===== config.mk =====
export PLATFORM = sky130hd
export DESIGN_NAME = paged_xlate_unit
export DESIGN_NICKNAME = d
export VERILOG_FILES = /design/src/rtl/pat_pkg.sv /design/src/rtl/pat_page_table.sv /design/src/rtl/pat_tlb.sv /design/src/rtl/paged_xlate_unit.sv
export SDC_FILE = /design/constraint.sdc
export NUM_CORES = 2
export LEC_CHECK = 0
export BUFFER_PORTS_ARGS = -buffer_cell sky130_fd_sc_hd__buf_2
export CAP_MARGIN = 15
export CORE_ASPECT_RATIO = 1.4
export CORE_MARGIN = 2
export CORE_UTILIZATION = 40
export DETAILED_ROUTE_END_ITERATION = 8
export GPL_ROUTABILITY_DRIVEN = 1
export MAX_ROUTING_LAYER = met4
export PLACE_DENSITY = 0.53
export SLEW_MARGIN = 10
export SYNTH_ARGS = -nofsm -noshare
export SYNTH_HDL_FRONTEND = slang
export SYNTH_SLANG_ARGS = --single-unit

===== constraint.sdc =====
create_clock -name clk -period 8.25 [get_ports clk]
set_input_delay 1.65 -clock clk [delete_from_list [all_inputs] [get_ports clk]]
set_output_delay 1.65 -clock clk [all_outputs]
set_load 0.05 [all_outputs]

===== src/rtl/pat_pkg.sv =====
package pat_pkg;

  // Controller phase: idle accepts requests, walk reads the page table.
  typedef enum logic {
    ST_IDLE = 1'b0,
    ST_WALK = 1'b1
  } walk_state_e;

endpackage


===== src/rtl/pat_page_table.sv =====
module pat_page_table #(
  parameter int VPN_W = 8,
  parameter int PFN_W = 8,
  localparam int DEPTH = 1 << VPN_W
) (
  input  logic             clk,
  input  logic             rst_n,
  // configuration write
  input  logic             wr_en,
  input  logic [VPN_W-1:0] wr_page,
  input  logic [PFN_W-1:0] wr_frame,
  input  logic             wr_valid,
  input  logic             wr_dirty,
  // modified-flag set from a translated write access
  input  logic             mark_en,
  input  logic [VPN_W-1:0] mark_page,
  // lookup port for the walk
  input  logic [VPN_W-1:0] walk_page,
  output logic [PFN_W-1:0] walk_frame,
  output logic             walk_valid,
  // read-back port for configuration
  input  logic [VPN_W-1:0] rb_page,
  output logic [PFN_W-1:0] rb_frame,
  output logic             rb_valid,
  output logic             rb_dirty
);

  logic [PFN_W-1:0] frame_q [DEPTH];
  logic [DEPTH-1:0] valid_q;
  logic [DEPTH-1:0] dirty_q;

  always_ff @(posedge clk) begin
    if (!rst_n) begin
      valid_q <= '0;
      dirty_q <= '0;
    end else begin
      for (int i = 0; i < DEPTH; i++) begin
        if (wr_en && (wr_page == VPN_W'(i))) begin
          valid_q[i] <= wr_valid;
          dirty_q[i] <= wr_dirty | (mark_en && (mark_page == VPN_W'(i)));
        end else if (mark_en && (mark_page == VPN_W'(i))) begin
          dirty_q[i] <= 1'b1;
        end
      end
    end
  end

  always_ff @(posedge clk) begin
    for (int i = 0; i < DEPTH; i++) begin
      if (wr_en && (wr_page == VPN_W'(i))) frame_q[i] <= wr_frame;
    end
  end

  assign walk_frame = frame_q[walk_page];
  assign walk_valid = valid_q[walk_page];
  assign rb_frame   = frame_q[rb_page];
  assign rb_valid   = valid_q[rb_page];
  assign rb_dirty   = dirty_q[rb_page];

  // a mark not overridden by a configuration write leaves the flag set
  a_r5_dirty_marked: assert property (@(posedge clk) disable iff (!rst_n)
    (mark_en && !(wr_en && (wr_page == mark_page))) |=> dirty_q[$past(mark_page)])
    else $error("modified flag not set after a write access");

endmodule


===== src/rtl/pat_tlb.sv =====
module pat_tlb #(
  parameter int VPN_W   = 8,
  parameter int PFN_W   = 8,
  parameter int ENTRIES = 4,
  localparam int PTR_W  = (ENTRIES > 1) ? $clog2(ENTRIES) : 1
) (
  input  logic             clk,
  input  logic             rst_n,
  input  logic [VPN_W-1:0] lk_page,
  output logic             lk_hit,
  output logic [PFN_W-1:0] lk_frame,
  input  logic             fill_en,
  input  logic [VPN_W-1:0] fill_page,
  input  logic [PFN_W-1:0] fill_frame,
  input  logic             inval_en,
  input  logic [VPN_W-1:0] inval_page
);

  logic [ENTRIES-1:0] ent_v;
  logic [VPN_W-1:0]   ent_page  [ENTRIES];
  logic [PFN_W-1:0]   ent_frame [ENTRIES];
  logic [PTR_W-1:0]   ptr_q;
  logic [ENTRIES-1:0] match;

  function automatic logic [PTR_W-1:0] next_slot(input logic [PTR_W-1:0] p);
    return (p == PTR_W'(ENTRIES - 1)) ? '0 : p + 1'b1;
  endfunction

  always_comb begin
    lk_frame = '0;
    for (int i = 0; i < ENTRIES; i++) begin
      match[i] = ent_v[i] && (ent_page[i] == lk_page);
      if (match[i]) lk_frame = lk_frame | ent_frame[i];
    end
  end
  assign lk_hit = |match;

  always_ff @(posedge clk) begin
    if (!rst_n) begin
      ent_v <= '0;
      ptr_q <= '0;
      for (int i = 0; i < ENTRIES; i++) begin
        ent_page[i]  <= '0;
        ent_frame[i] <= '0;
      end
    end else begin
      for (int i = 0; i < ENTRIES; i++) begin
        if (inval_en && ent_v[i] && (ent_page[i] == inval_page)) ent_v[i] <= 1'b0;
      end
      if (fill_en) begin
        ent_v[ptr_q]     <= 1'b1;
        ent_page[ptr_q]  <= fill_page;
        ent_frame[ptr_q] <= fill_frame;
        ptr_q            <= next_slot(ptr_q);
      end
    end
  end

  // Checker state: page just invalidated, looked for again one cycle later.
  logic               chk_pend_q;
  logic [VPN_W-1:0]   chk_page_q;
  logic [ENTRIES-1:0] stale;

  always_ff @(posedge clk) begin
    if (!rst_n) begin
      chk_pend_q <= 1'b0;
      chk_page_q <= '0;
    end else begin
      chk_pend_q <= inval_en && !(fill_en && (fill_page == inval_page));
      chk_page_q <= inval_page;
    end
  end

  always_comb begin
    for (int i = 0; i < ENTRIES; i++) stale[i] = ent_v[i] && (ent_page[i] == chk_page_q);
  end

  // a page is cached in at most one slot
  a_r7_single_match: assert property (@(posedge clk) disable iff (!rst_n)
    $onehot0(match))
    else $error("page cached in more than one slot");

  // an invalidated page is gone from every slot
  a_r6_inval_clears: assert property (@(posedge clk) disable iff (!rst_n)
    chk_pend_q |-> (stale == '0))
    else $error("stale copy survives invalidation");

endmodule


===== src/rtl/paged_xlate_unit.sv =====
module paged_xlate_unit import pat_pkg::*; #(
  parameter int OFF_W       = 8,
  parameter int VPN_W       = 8,
  parameter int PFN_W       = 8,
  parameter int TLB_ENTRIES = 4,
  localparam int VA_W = VPN_W + OFF_W,
  localparam int PA_W = PFN_W + OFF_W
) (
  input  logic             clk,
  input  logic             rst_n,
  input  logic             req_valid,
  output logic             req_ready,
  input  logic             req_write,
  input  logic [VA_W-1:0]  req_addr,
  output logic             rsp_valid,
  output logic             rsp_hit,
  output logic             rsp_fault,
  output logic [PA_W-1:0]  rsp_paddr,
  input  logic             cfg_we,
  input  logic [VPN_W-1:0] cfg_page,
  input  logic [PFN_W-1:0] cfg_frame,
  input  logic             cfg_valid,
  input  logic             cfg_dirty,
  output logic [PFN_W-1:0] cfg_rd_frame,
  output logic             cfg_rd_valid,
  output logic             cfg_rd_dirty
);

  function automatic logic [VPN_W-1:0] page_of(input logic [VA_W-1:0] a);
    return a[VA_W-1:OFF_W];
  endfunction

  function automatic logic [OFF_W-1:0] offset_of(input logic [VA_W-1:0] a);
    return a[OFF_W-1:0];
  endfunction

  function automatic logic [PA_W-1:0] compose_paddr(input logic [PFN_W-1:0] f,
                                                    input logic [OFF_W-1:0] o);
    return {f, o};
  endfunction

  walk_state_e      state_q;
  logic [VA_W-1:0]  walk_addr_q;
  logic             walk_write_q;

  // named internal events
  logic             req_fire;
  logic             tlb_hit;
  logic [PFN_W-1:0] tlb_frame;
  logic             hit_fire;
  logic             miss_fire;
  logic             walk_done;
  logic [VPN_W-1:0] walk_page;
  logic [PFN_W-1:0] pt_frame;
  logic             pt_valid;
  logic             cfg_hits_walk;
  logic [PFN_W-1:0] ent_frame;
  logic             ent_valid;
  logic             tlb_fill;
  logic             mark_en;
  logic [VPN_W-1:0] mark_page;

  assign req_ready = (state_q == ST_IDLE) && !cfg_we;
  assign req_fire  = req_valid && req_ready;
  assign hit_fire  = req_fire && tlb_hit;
  assign miss_fire = req_fire && !tlb_hit;
  assign walk_done = (state_q == ST_WALK);
  assign walk_page = page_of(walk_addr_q);

  // A configuration write landing on the walked page in the same cycle wins.
  assign cfg_hits_walk = cfg_we && (cfg_page == walk_page);
  assign ent_frame     = cfg_hits_walk ? cfg_frame : pt_frame;
  assign ent_valid     = cfg_hits_walk ? cfg_valid : pt_valid;

  assign tlb_fill  = walk_done && ent_valid;
  assign mark_en   = (hit_fire && req_write) || (tlb_fill && walk_write_q);
  assign mark_page = walk_done ? walk_page : page_of(req_addr);

  pat_tlb #(
    .VPN_W   (VPN_W),
    .PFN_W   (PFN_W),
    .ENTRIES (TLB_ENTRIES)
  ) tlb_i (
    .clk        (clk),
    .rst_n      (rst_n),
    .lk_page    (page_of(req_addr)),
    .lk_hit     (tlb_hit),
    .lk_frame   (tlb_frame),
    .fill_en    (tlb_fill),
    .fill_page  (walk_page),
    .fill_frame (ent_frame),
    .inval_en   (cfg_we),
    .inval_page (cfg_page)
  );

  pat_page_table #(
    .VPN_W (VPN_W),
    .PFN_W (PFN_W)
  ) pt_i (
    .clk        (clk),
    .rst_n      (rst_n),
    .wr_en      (cfg_we),
    .wr_page    (cfg_page),
    .wr_frame   (cfg_frame),
    .wr_valid   (cfg_valid),
    .wr_dirty   (cfg_dirty),
    .mark_en    (mark_en),
    .mark_page  (mark_page),
    .walk_page  (walk_page),
    .walk_frame (pt_frame),
    .walk_valid (pt_valid),
    .rb_page    (cfg_page),
    .rb_frame   (cfg_rd_frame),
    .rb_valid   (cfg_rd_valid),
    .rb_dirty   (cfg_rd_dirty)
  );

  always_ff @(posedge clk) begin
    if (!rst_n) begin
      state_q      <= ST_IDLE;
      walk_addr_q  <= '0;
      walk_write_q <= 1'b0;
    end else begin
      case (state_q)
        ST_IDLE: if (miss_fire) begin
          state_q      <= ST_WALK;
          walk_addr_q  <= req_addr;
          walk_write_q <= req_write;
        end
        ST_WALK: state_q <= ST_IDLE;
        default: state_q <= ST_IDLE;
      endcase
    end
  end

  always_ff @(posedge clk) begin
    if (!rst_n) begin
      rsp_valid <= 1'b0;
      rsp_hit   <= 1'b0;
      rsp_fault <= 1'b0;
      rsp_paddr <= '0;
    end else begin
      rsp_valid <= hit_fire || walk_done;
      if (hit_fire) begin
        rsp_hit   <= 1'b1;
        rsp_fault <= 1'b0;
        rsp_paddr <= compose_paddr(tlb_frame, offset_of(req_addr));
      end else if (walk_done) begin
        rsp_hit   <= 1'b0;
        rsp_fault <= !ent_valid;
        rsp_paddr <= ent_valid ? compose_paddr(ent_frame, offset_of(walk_addr_q)) : '0;
      end else begin
        rsp_hit   <= 1'b0;
        rsp_fault <= 1'b0;
        rsp_paddr <= '0;
      end
    end
  end

  // a hit answers on the next edge from the cache
  a_r3_hit_one_cycle: assert property (@(posedge clk) disable iff (!rst_n)
    hit_fire |=> (rsp_valid && rsp_hit && !rsp_fault))
    else $error("hit not answered one cycle later");

  // a miss stays silent for one cycle, then answers from the table
  a_r2_miss_two_cycles: assert property (@(posedge clk) disable iff (!rst_n)
    miss_fire |=> (!rsp_valid ##1 (rsp_valid && !rsp_hit)))
    else $error("miss not answered two cycles later");

  // a fault carries no address and no hit
  a_r4_fault_no_addr: assert property (@(posedge clk) disable iff (!rst_n)
    rsp_fault |-> (rsp_valid && !rsp_hit && (rsp_paddr == '0)))
    else $error("fault response carries an address");

  // the offset passes through a hit unchanged
  a_r1_offset_kept: assert property (@(posedge clk) disable iff (!rst_n)
    hit_fire |=> (rsp_paddr[OFF_W-1:0] == $past(req_addr[OFF_W-1:0])))
    else $error("offset altered by translation");

  // nothing is accepted while the walk is in progress
  a_r8_busy_blocks: assert property (@(posedge clk) disable iff (!rst_n)
    miss_fire |=> !req_fire)
    else $error("request accepted during walk");

endmodule


==> results.sh <==
export IMPL_gr_total_overflow=0
export IMPL_drv_slew=7
export IMPL_wl_per_cell_um=41.2
export IMPL_grt_busiest_layer="met2"
export IMPL_cp_data_required_time_ps=6600
export IMPL_postRouteAntennaNets=0
export IMPL_crit_type="in2out"
export IMPL_n_fill_cell=27100
export IMPL_rsz0062_at_grt="false"
export IMPL_worstPathArrival_ps=6040
export IMPL_grt_start_max_net_pins=196
export IMPL_track_usage_pct=31.1
export IMPL_crit_chain="buf_8 > buf_12 > mux4_2 > mux4_2 > mux4_2 > nor2_1 > nor3_1 > or4_1 > buf_2"
export IMPL_synth_top_area_share_pct=50.5
export IMPL_holdWs_ps=484
export IMPL_holdPathStages=1
export IMPL_setup_violations=0
export IMPL_cp_max_fo=45
export IMPL_setup_tns_final_ps=0
export IMPL_worstReg2RegEnd="tlb_i.ent_frame[1][1]"
export IMPL_syn_area_per_cell_um2=17.0
export IMPL_root_buffer="clkbuf_16"
export IMPL_htree_levels=5
export IMPL_async_reset_ff_share_pct=0
export IMPL_via_per_inst=6.64
export IMPL_reg2reg_depth=10
export IMPL_dpl_cell_area_um2=133000
export IMPL_yosys_register_bits=2675
export IMPL_drt_iter0_drc=10500
export IMPL_fin_crit_sh_pct=93.2
export IMPL_antenna_found_initial=42
export IMPL_netlist_instances=7359
export IMPL_r2r_start="walk_addr_q[13]"
export IMPL_start_kind="input pin"
export IMPL_grtUsageMet3_pct=5.14
export IMPL_r2r_slack_ps=2230
export IMPL_clk_pin_slew_ps=60
export IMPL_ys_types=63
export IMPL_powerDensity_nw_per_um2=209
export IMPL_row_count=243
export IMPL_vias=78700
export IMPL_design_area_um2=141000
export IMPL_synth_top_area_cell="edfxtp_1"
export IMPL_dr_pass1_iters=6
export IMPL_cp_end_kind="output pin"
export IMPL_cpMaxStageDelayCell="or4_1"
export IMPL_leakagePower_uw=0.0421
export IMPL_cts_tree="done"
export IMPL_tightest_slew_ps=1530
export IMPL_post_cts_setup_buffers=0
export IMPL_violations="max-capacitance violations, max-slew violations"
export IMPL_layout_commonest_cell="edfxtp_1"
export IMPL_clock_latency_ps=920
export IMPL_die_area_um2=318000
export IMPL_clock_sinks=2675
export IMPL_synthToLayoutAreaGrowth_pct=12.8
export IMPL_use_met1_pct=37.6
export IMPL_start_util_pct=40.1
export IMPL_drive_above_1_share_pct=33.3
export IMPL_yosys_warnings=0
export IMPL_yosysSeqAreaShare_pct=59.5
export IMPL_grt_use_met2_pct=49.3
export IMPL_first_global_vias=78300
export IMPL_final_cell_mix="edfxtp_1 (2112), mux4_2 (1399), dfxtp_1 (551)"
export IMPL_ctsHoldBuffers=0
export IMPL_cp_slowest_stage_delay_ps=710
export IMPL_cts_resized=0
export IMPL_nets=7487
export IMPL_crit_top_cell="mux4_2"
export IMPL_hold_viol=0
export IMPL_max_slew_margin_pct=-2.16
export IMPL_io_buffers=68
export IMPL_grt_first_pass_wirelength_mm=664
export IMPL_core_area_um2=313000
export IMPL_num_io_pins=69
export IMPL_fmax_ghz=0.130
export IMPL_period_minus_slack_ps=7690
export IMPL_synth_nets=7402
export IMPL_drt_drc_violations_left=0
export IMPL_status="finished with violations"
export IMPL_hold_end="rsp_paddr[6]"
export IMPL_final_setup_skew_ps=60.7
export IMPL_gp_congestion=0.997
export IMPL_cts_buffers=280
export IMPL_drt_wl_total_mm=489
export IMPL_hpwl_mm=322
export IMPL_drv_cap=1
export IMPL_hold_start="walk_addr_q[6]"
export IMPL_ys_flop_type="edfxtp_1"
export IMPL_die_height_um=667
export IMPL_die_w_um=477
export IMPL_synth_edff_count=2112
export IMPL_ir_drop_mv=0.160
export IMPL_clockBufferDepth=4
export IMPL_synth_area_um2=125000
export IMPL_synth_area_leaders="edfxtp_1 (51%), mux4_2 (25%), dfxtp_1 (9.0%), mux2i_1 (3.6%), nor2_1 (1.3%)"
export IMPL_hold_class="reg2reg"
export IMPL_crit_start="cfg_page[0]"
[critical path, delay by kind of cell]
kind                   cells  cell delay [ps]
and+or+nand+nor            3             1420
buffers and inverters      3             1220
muxes                      3             1600
[per-layer routing]
metal  share of wire (%)  vias to the layer above
met2                  49                     4373
met1                  37                    42500
met5                   0                        -
met4                 7.2                        0
li1                    -                    30700
met3                 7.7                     1056
[cell type report]
cell class	count	area [um^2]	area share, %
tap	4165	5210	3.68
inverter	20	82.6	0.0584
antenna	29	72.6	0.0513
clock inverter	143	1240	0.874
clock buffer	351	7570	5.35
timing repair buffer	459	4000	2.82
multi-input combinational	4008	48600	34.3
sequential	2675	74700	52.8
[cells in the mapped netlist (all sizes together), types with 34 or more instances]
library cell and number:
a21oi 210, nand2 381, and2 44, mux2i 446, buf 281, o21ai 204, dfxtp 563, xor2 34
clkbuf 375, mux2 35, o22ai 265, nor2 448, a22oi 185, mux4 1399, xnor2 38, edfxtp 2112
[worst max path at each step]
stage	end	slack, ps
final	cfg_rd_frame[7]	560
after global routing	cfg_rd_frame[2]	570
after CTS	cfg_rd_frame[7]	640
after detailed placement	cfg_rd_frame[7]	650
after global placement	cfg_rd_frame[6]	460
after floorplan	cfg_rd_valid	1690
[power by group]
group,switching [uW],internal (uW)
Clock,5480,7120
Combinational,1540,839
Sequential,68.7,14600
Total,7090,22500
[metrics by stage]
step           setup slack [ps]  instances  util, %  total power, uW
6_report                    563      11900     45.3            29600
4_1_cts                     641      11800     45.2            29700
3_3_place_gp                463      11300     42.4            17200
2_1_floorplan              1690       7359        -            16200
5_1_grt                     568      11800     45.3            30300
3_5_place_dp                645      11300     42.4            17300
[registers in the layout, indices dropped and copies added (netlist names), 2 cells and up, named ones only]
signal           count
pt_i.frame_q      2048
tlb_i.ent_frame     32
tlb_i.ptr_q          2
tlb_i.ent_v          4
tlb_i.ent_page      32
rsp_paddr           16
walk_addr_q         16
pt_i.valid_q       256
pt_i.dirty_q       256
[kinds of logic (layout without fill, tap and decap cells)]
kind of cell	Yosys count	after routing	synth area share, %
XOR/XNOR	72	72	0.503
AND/OR/NAND/NOR	1040	1040	3.55
multiplexers	1880	1880	29.0
other	0	29	0
adder cells (fa/ha/maj)	4	4	0.0399
buffers and inverters	676	973	2.34
AO/OA/AOI/OAI	1012	1012	5.06
flip-flops	2675	2675	59.5
Note: power is estimated with default switching activity, not from simulation.
